===== src/rtl/pgc_pkg.sv =====
package pgc_pkg;
  typedef enum logic [2:0] {
    SEEK_OFF   = 3'd0,
    SEEK_DRAIN = 3'd1,
    SEEK_FRAME = 3'd2,
    SEEK_LINE  = 3'd3,
    SEEK_TAKE  = 3'd4
  } seek_state_e;
endpackage


===== src/rtl/pgc_inreg.sv =====
module pgc_inreg #(
  parameter int DW = 8
) (
  input  logic          clk,
  input  logic          rst_n,
  input  logic          fv_i,
  input  logic          lv_i,
  input  logic [DW-1:0] px_i,
  output logic          near_fv,
  output logic          near_lv,
  output logic          far_fv,
  output logic          far_lv,
  output logic [DW-1:0] far_px
);
  localparam int W     = DW + 2;
  localparam int DEPTH = 2;

  for (genvar g = 0; g < DEPTH; g++) begin : g_stage
    logic [W-1:0] q;
    logic [W-1:0] d;
    if (g == 0) begin : g_head
      assign d = {fv_i, lv_i, px_i};
    end else begin : g_tail
      assign d = g_stage[g-1].q;
    end
    always_ff @(posedge clk or negedge rst_n) begin
      if (!rst_n) q <= '0;
      else        q <= d;
    end
  end

  assign near_fv = g_stage[0].q[W-1];
  assign near_lv = g_stage[0].q[W-2];
  assign far_fv  = g_stage[DEPTH-1].q[W-1];
  assign far_lv  = g_stage[DEPTH-1].q[W-2];
  assign far_px  = g_stage[DEPTH-1].q[DW-1:0];
endmodule


===== src/rtl/pgc_ctrl.sv =====
module pgc_ctrl
  import pgc_pkg::*;
(
  input  logic clk,
  input  logic rst_n,
  input  logic arm,
  input  logic near_fv,
  input  logic near_lv,
  input  logic far_fv,
  input  logic far_lv,
  output logic take,
  output logic first
);
  seek_state_e st_q, st_d;
  logic        first_q, first_d;

  always_comb begin
    st_d = st_q;
    unique case (st_q)
      SEEK_OFF:   if (arm) st_d = (near_fv || near_lv) ? SEEK_DRAIN : SEEK_FRAME;
      SEEK_DRAIN: if (!near_fv && !near_lv) st_d = SEEK_FRAME;
      SEEK_FRAME: if (near_fv) st_d = near_lv ? SEEK_TAKE : SEEK_LINE;
      SEEK_LINE: begin
        if (!near_fv)     st_d = SEEK_FRAME;
        else if (near_lv) st_d = SEEK_TAKE;
      end
      SEEK_TAKE: begin
        if (!near_fv)      st_d = SEEK_FRAME;
        else if (!near_lv) st_d = SEEK_LINE;
      end
      default: st_d = SEEK_OFF;
    endcase
    if (!arm) st_d = SEEK_OFF;
  end

  assign take  = (st_q == SEEK_TAKE) && far_fv && far_lv;
  assign first = first_q;

  always_comb begin
    first_d = first_q;
    if (st_q == SEEK_FRAME && near_fv && arm) first_d = 1'b1;
    else if (take)                            first_d = 1'b0;
  end

  always_ff @(posedge clk or negedge rst_n) begin
    if (!rst_n) begin
      st_q    <= SEEK_OFF;
      first_q <= 1'b0;
    end else begin
      st_q    <= st_d;
      first_q <= first_d;
    end
  end
endmodule


===== src/rtl/pgc_emit.sv =====
module pgc_emit #(
  parameter int DW = 8
) (
  input  logic          clk,
  input  logic          rst_n,
  input  logic          take,
  input  logic          first,
  input  logic          near_fv,
  input  logic          near_lv,
  input  logic [DW-1:0] far_px,
  output logic [DW-1:0] px_o,
  output logic          vld_o,
  output logic          sof_o,
  output logic          eol_o
);
  logic line_goes_on;
  assign line_goes_on = near_fv && near_lv;

  always_ff @(posedge clk or negedge rst_n) begin
    if (!rst_n) begin
      px_o  <= '0;
      vld_o <= 1'b0;
      sof_o <= 1'b0;
      eol_o <= 1'b0;
    end else begin
      if (take) px_o <= far_px;
      vld_o <= take;
      sof_o <= take && first;
      eol_o <= take && !line_goes_on;
    end
  end
endmodule


===== src/rtl/pix_gate_capture.sv =====
module pix_gate_capture #(
  parameter int DW = 8
) (
  input  logic          pclk,
  input  logic          rst_n,
  input  logic          cap_en,
  input  logic          fval_in,
  input  logic          lval_in,
  input  logic [DW-1:0] pix_in,
  output logic [DW-1:0] pix_out,
  output logic          pix_vld,
  output logic          sof_pulse,
  output logic          eol_pulse
);
  logic          near_fv, near_lv, far_fv, far_lv;
  logic [DW-1:0] far_px;
  logic          take, first;

  pgc_inreg #(.DW(DW)) u_inreg (
    .clk(pclk), .rst_n(rst_n), .fv_i(fval_in), .lv_i(lval_in), .px_i(pix_in),
    .near_fv(near_fv), .near_lv(near_lv), .far_fv(far_fv), .far_lv(far_lv),
    .far_px(far_px)
  );

  pgc_ctrl u_ctrl (
    .clk(pclk), .rst_n(rst_n), .arm(cap_en), .near_fv(near_fv), .near_lv(near_lv),
    .far_fv(far_fv), .far_lv(far_lv), .take(take), .first(first)
  );

  pgc_emit #(.DW(DW)) u_emit (
    .clk(pclk), .rst_n(rst_n), .take(take), .first(first), .near_fv(near_fv),
    .near_lv(near_lv), .far_px(far_px), .px_o(pix_out), .vld_o(pix_vld),
    .sof_o(sof_pulse), .eol_o(eol_pulse)
  );
endmodule


===== config.mk =====
export PLATFORM = sky130hd
export DESIGN_NAME = pix_gate_capture
export DESIGN_NICKNAME = d
export VERILOG_FILES = /design/src/rtl/pgc_pkg.sv /design/src/rtl/pgc_inreg.sv /design/src/rtl/pgc_ctrl.sv /design/src/rtl/pgc_emit.sv /design/src/rtl/pix_gate_capture.sv
export SDC_FILE = /design/constraint.sdc
export NUM_CORES = 1
export LEC_CHECK = 0
export BUFFER_PORTS_ARGS = -buffer_cell sky130_fd_sc_hd__buf_2
export CORE_MARGIN = 3
export CORE_UTILIZATION = 51
export DETAILED_ROUTE_END_ITERATION = 12
export PLACE_DENSITY = 0.85
export SYNTH_ARGS = -nofsm -noshare
export SYNTH_HDL_FRONTEND = slang
export SYNTH_SLANG_ARGS = --single-unit

===== constraint.sdc =====
create_clock -name pclk -period 2.03 [get_ports pclk]
set_clock_uncertainty 0.15 [all_clocks]
set_input_delay 0.406 -clock pclk [delete_from_list [all_inputs] [get_ports pclk]]
set_output_delay 0.406 -clock pclk [all_outputs]
set_load 0.005 [all_outputs]

# Word level (Yosys, flattened, before mapping)
# Index checks and enable logic that the tools add are counted.
[op_classes]
eq_ne = 8
muxes = 12
n_reduce_logical = 15
[op_table]
columns = ["cell", "count"]
rows = [
  ["$mux W3", 8],
  ["$pmux W3 S5", 1],
  ["$logic_and A1 B1 Y1", 8],
  ["$ne A4 B4 Y1 const B", 2],
  ["$eq A3 B2 Y1 const B", 2],
  ["$reduce_and A4 Y1", 1],
  ["$eq A3 B1 Y1 const B", 1],
  ["$eq A3 B3 Y1 const B", 1],
  ["$logic_not A1 Y1", 3],
  ["$logic_not A3 Y1", 1],
  ["$ne A3 B2 Y1 const B", 1],
  ["$ne A3 B3 Y1 const B", 1],
  ["$mux W1", 2],
  ["$mux W2", 1],
  ["$reduce_bool A2 Y1", 1],
  ["$logic_or A1 B1 Y1", 1],
]
[totals]
reg_bits = 35
in_bits = 13
out_inout_bits = 11

# Depth between registers and ports, before layout
[logic_depth]
ltp_word = 5
mapped_depth = 4
depth_no_buf = 3

# Modules after synthesis
# Synthesis repeated with hierarchy kept, for this count alone.
[hier_totals]
hier_cells = 63
hier_area_um2 = 1119.8
[modules_own_cells]
columns = ["mod", "instances", "cells_per_inst", "area_per_inst_um2", "seq_area_each_um2"]
rows = [
  ["pgc_inreg", 1, 20, 500.5, 500.5],
  ["pgc_emit", 1, 22, 421.7, 275.3],
  ["pgc_ctrl", 1, 21, 197.7, 100.1],
]

# Worst setup path after synthesis
# Ideal clock, no wire load.
[synth_path]
path_kind = "register to register"
startpoint = "register u_ctrl.st_q[0]"
endpoint = "register u_emit.px_o[0]"
t_arrival_ns = 1.234
path_slack_ns = 0.521
path_stages_with_launch = 5
path_buffers = 1
cell_sequence = "dfrtp_1 nand2b_2 nor3_4 buf_6 mux2_2"
[synth_between]
elab_chain_len = 3
[synth_rtl]
columns = ["item", "line", "rtl"]
rows = [
  ["start, declared", "pgc_ctrl.sv:14", "seek_state_e st_q, st_d;"],
  ["start signal, assigned", "pgc_ctrl.sv:50", "st_q <= st_d;"],
  ["$eq A3 B3 Y1", "pgc_ctrl.sv:36", "assign take = (st_q == SEEK_TAKE) && far_fv && far_lv;"],
  ["$logic_and A1 B1 Y1 (2 in a row)", "pgc_ctrl.sv:36", ""],
  ["net take", "pix_gate_capture.sv:17", "logic take, first;"],
  ["end signal, assigned", "pgc_emit.sv:26", "if (take) px_o <= far_px;"],
  ["end, declared", "pgc_emit.sv:11", "output logic [DW-1:0] px_o,"],
]
# The timed path passes the listed nets, and every way through them passes these cells.
# A chain may end at the register's enable or synchronous reset.

# Final worst setup path
[layout_path]
startpoint = "register u_ctrl.st_q[0]"
endpoint = "register u_emit.px_o[3]"
[layout_between]
elab_chain_len = 3
[layout_rtl]
columns = ["item", "line"]
rows = [
  ["$eq A3 B3 Y1", "pgc_ctrl.sv:36"],
  ["$logic_and A1 B1 Y1 (2 in a row)", "pgc_ctrl.sv:36"],
]
# No other way between the ends.

==> summary.txt <==
Layout
  • Fin area: 1360 sq um
  • Final #Nets: 110
  • Fillers: 144
  • Commonest non-fill, non-tap cell in the layout: dfrtp_1
  • Most frequent cells in the layout: 35 x dfrtp_1, 23 x buf_2, 9 x mux2_2, 5 x clkbuf_4
  • Antenna cells: 0
  • Share of layout cells above drive strength 1: 42.9%
  • Layout Cells excl Fill: 125
  • Layout area overhead: 21.0%

Placement
  • Dpl cell area: 1250 sq um
  • Port bufs: 23
  • HPWL after DPL: 1.02 mm
  • Placer congestion estimate: 0.643
  • Cell total after placement: 114
  • Post-place setup slack: 0.309 ns

Routing
  • Drt total wl: 1.54 mm
  • ANT nets after route: 0
  • Initial DRC Count: 5
  • Vias/cell: 4.74
  • First drt pass iteration count: 3
  • DRC viols: 0
  • Wire length per cell: 12.3 um
  • DR vias: 592

Die
  • Num rows: 16
  • Initial core utilization: 55.4%
  • Width of the die: 52.9 um
  • DIE HEIGHT: 52.9 um
  • Die ar.: 2790 sq um
  • Core Footprint: 2020 sq um
  • Top Ports: 24

STA
  • Fmax: 582 MHz
  • Slew margin rel.: 51.3%
  • Setup TNS: 0 ns
  • RSZ-0062 raised after global routing: no
  • Final Hold Vio Count: 0
  • Fin worst setup slack: 0.311 ns
  • Fin crit share: 84.7%
  • # setup viols final: 0
  • Worst-margin pin slew: 0.731 ns
  • Max Slew Vio Count: 0
  • Tmin final: 1.72 ns

Clock tree
  • CTS sink cnt: 35
  • H-tree levels: 2
  • Post-cts resize count: 0
  • Hold_buf cts: 1
  • CTS root buf: clkbuf_4
  • Num CTS Buffers: 5
  • CTS tree: done
  • Number of post-CTS setup repair buffers: 0
  • Clock Pin Slew Worst Setup and Hold Paths: 0.10 ns
  • Clk buf depth: 2
  • Clk Latency, worst-skew pair: 0.33 ns

Worst setup path
  • CP Capture Type: flip-flop
  • CP delay by family, top: simple AND/OR/NAND/NOR gates
  • Worst setup path class: reg2reg
  • Critical Path Source Type: flip-flop
  • CP Data Required Time: 2.10 ns
  • Crit-path max cell delay: 0.43 ns
  • Critical path arrival: 1.79 ns
  • Slowest-stage cell, CP: nor3_4
  • CP max FO: 11
  • Crit-path cells: nand2b_2 -> nor3_4 -> mux2_2
  • WP buf/inv: 0

Logic synthesis
  • Post-Syn Nets: 79
  • Synth Area per Inst: 17.0 sq um
  • Synthesized cell area: 1120 sq um
  • Post-synthesis sequential area ratio: 78.2%
  • Yosys Warn Count: 0
  • Synth unique cells: 19
  • Yosys reg bits: 35
  • Mapped Cells: 66

Global routing
  • Vias in the first global route: 561
  • Congestion Overflow GR: 0
  • Gr usage total: 13.8%
  • Largest net degree at the start of global routing: 36
  • Initial antenna violation count: 0
  • First-pass GRT wire length: 2.50 mm

Power
  • Clock group share of total power: 33.5%
  • Maximum vdd ir drop: 639 uV
  • Combinational share of power: 5.9%
  • Sequential Power Share: 60.6%
  • Power Density: 918 nW/um^2
  • Switching part of the total: 21.5%
  • P_sw: 0.000268 W
  • Leak: 0.677 nW
  • Pint: 0.000977 W

Hold path
  • HP Class: in2reg

Flow run
  • Max cap viols: 0

Status
  • Outcome: finished clean
==> flip-flops by register name (all words and copies together) (netlist names) <==
name and count:
u_ctrl.first 1, u_ctrl.st_q 3, u_emit.eol_o 1, u_emit.px_o 8
u_emit.sof_o 1, u_emit.vld_o 1, u_inreg.g_stage.q 20
==> path summary, 6_finish.rpt <==
path	start	to	slack, ns	cells after the start
setup / recovery	u_ctrl.st_q[0]	u_emit.px_o[3]	0.31	3
hold / removal	pix_in[4]	u_inreg.g_stage[0].q[4]	0.03	1
setup reg to reg	u_ctrl.st_q[0]	u_emit.px_o[3]	0.31	3
hold reg to reg	u_inreg.g_stage[0].q[2]	u_inreg.g_stage[1].q[2]	0.21	0
max in group asynchronous	rst_n	u_emit.sof_o	0.75	2
min in group asynchronous	rst_n	u_inreg.g_stage[0].q[9]	0.52	2
==> stage by stage <==
step	util, %	hold slack (ns)	total power, W
5_1_grt	67.0	0.00316	0.00131
4_1_cts	66.0	0.00503	0.00126
6_report	67.0	0.0253	0.00124
2_1_floorplan	-	-0.0396	0.000794
3_3_place_gp	61.9	0.181	0.000834
3_5_place_dp	61.9	0.186	0.000839
==> cell families (layout without fill, tap and decap cells) <==
logic type	Yosys count	after routing	share of synthesized area, %
AND/OR/NAND/NOR	16	16	8.94
flip-flops	35	35	78.2
AO/OA/AOI/OAI	3	3	2.01
buffers and inverters	3	35	1.79
multiplexers	9	9	9.05
==> routing by layer <==
layer,routed length [um],up-vias,global-route usage (%)
met5,0,-,0
met4,17,0,7.66
met3,117,2,8.45
met2,790,19,20.2
met1,618,288,15.4
li1,-,283,-
==> final cells by class <==
cell class              count  area [sq um]  area share [%]
well taps                  27          33.8            2.49
inverters                   1          3.75           0.277
repair buffers             26           145            10.7
flip-flops and latches     35           876            64.6
multi-input cells          28           224            16.5
clock buffers               7          65.1            4.80
clock inverters             1          7.51           0.554
==> power groups by stage <==
stage          combinational, W  clock [W]  sequential (W)
2_1_floorplan         0.0000306          0        0.000763
3_3_place_gp          0.0000678          0        0.000766
3_5_place_dp          0.0000708          0        0.000769
4_1_cts               0.0000727   0.000435        0.000755
5_1_grt               0.0000832   0.000465        0.000761
6_report              0.0000734   0.000416        0.000754
==> synth_stat cells <==
cell / count / share of area [%]
nor3_1: 1 / 0.45
nor2_1: 3 / 1.0
dfrtp_1: 35 / 78
nand2b_1: 1 / 0.56
nor4_1: 1 / 0.56
nand2_1: 3 / 1.0
o32ai_1: 1 / 0.78
nand3_1: 1 / 0.45
inv_1: 1 / 0.33
nor4b_1: 1 / 0.78
o21ai_0: 1 / 0.45
nor3_4: 1 / 1.5
nand2b_2: 1 / 0.78
and2_1: 1 / 0.56
o31a_1: 1 / 0.78
nor3b_1: 2 / 1.3
mux2_2: 9 / 9.1
clkbuf_2: 1 / 0.45
buf_6: 1 / 1.0
No activity file was read; power rests on OpenSTA's default activity.
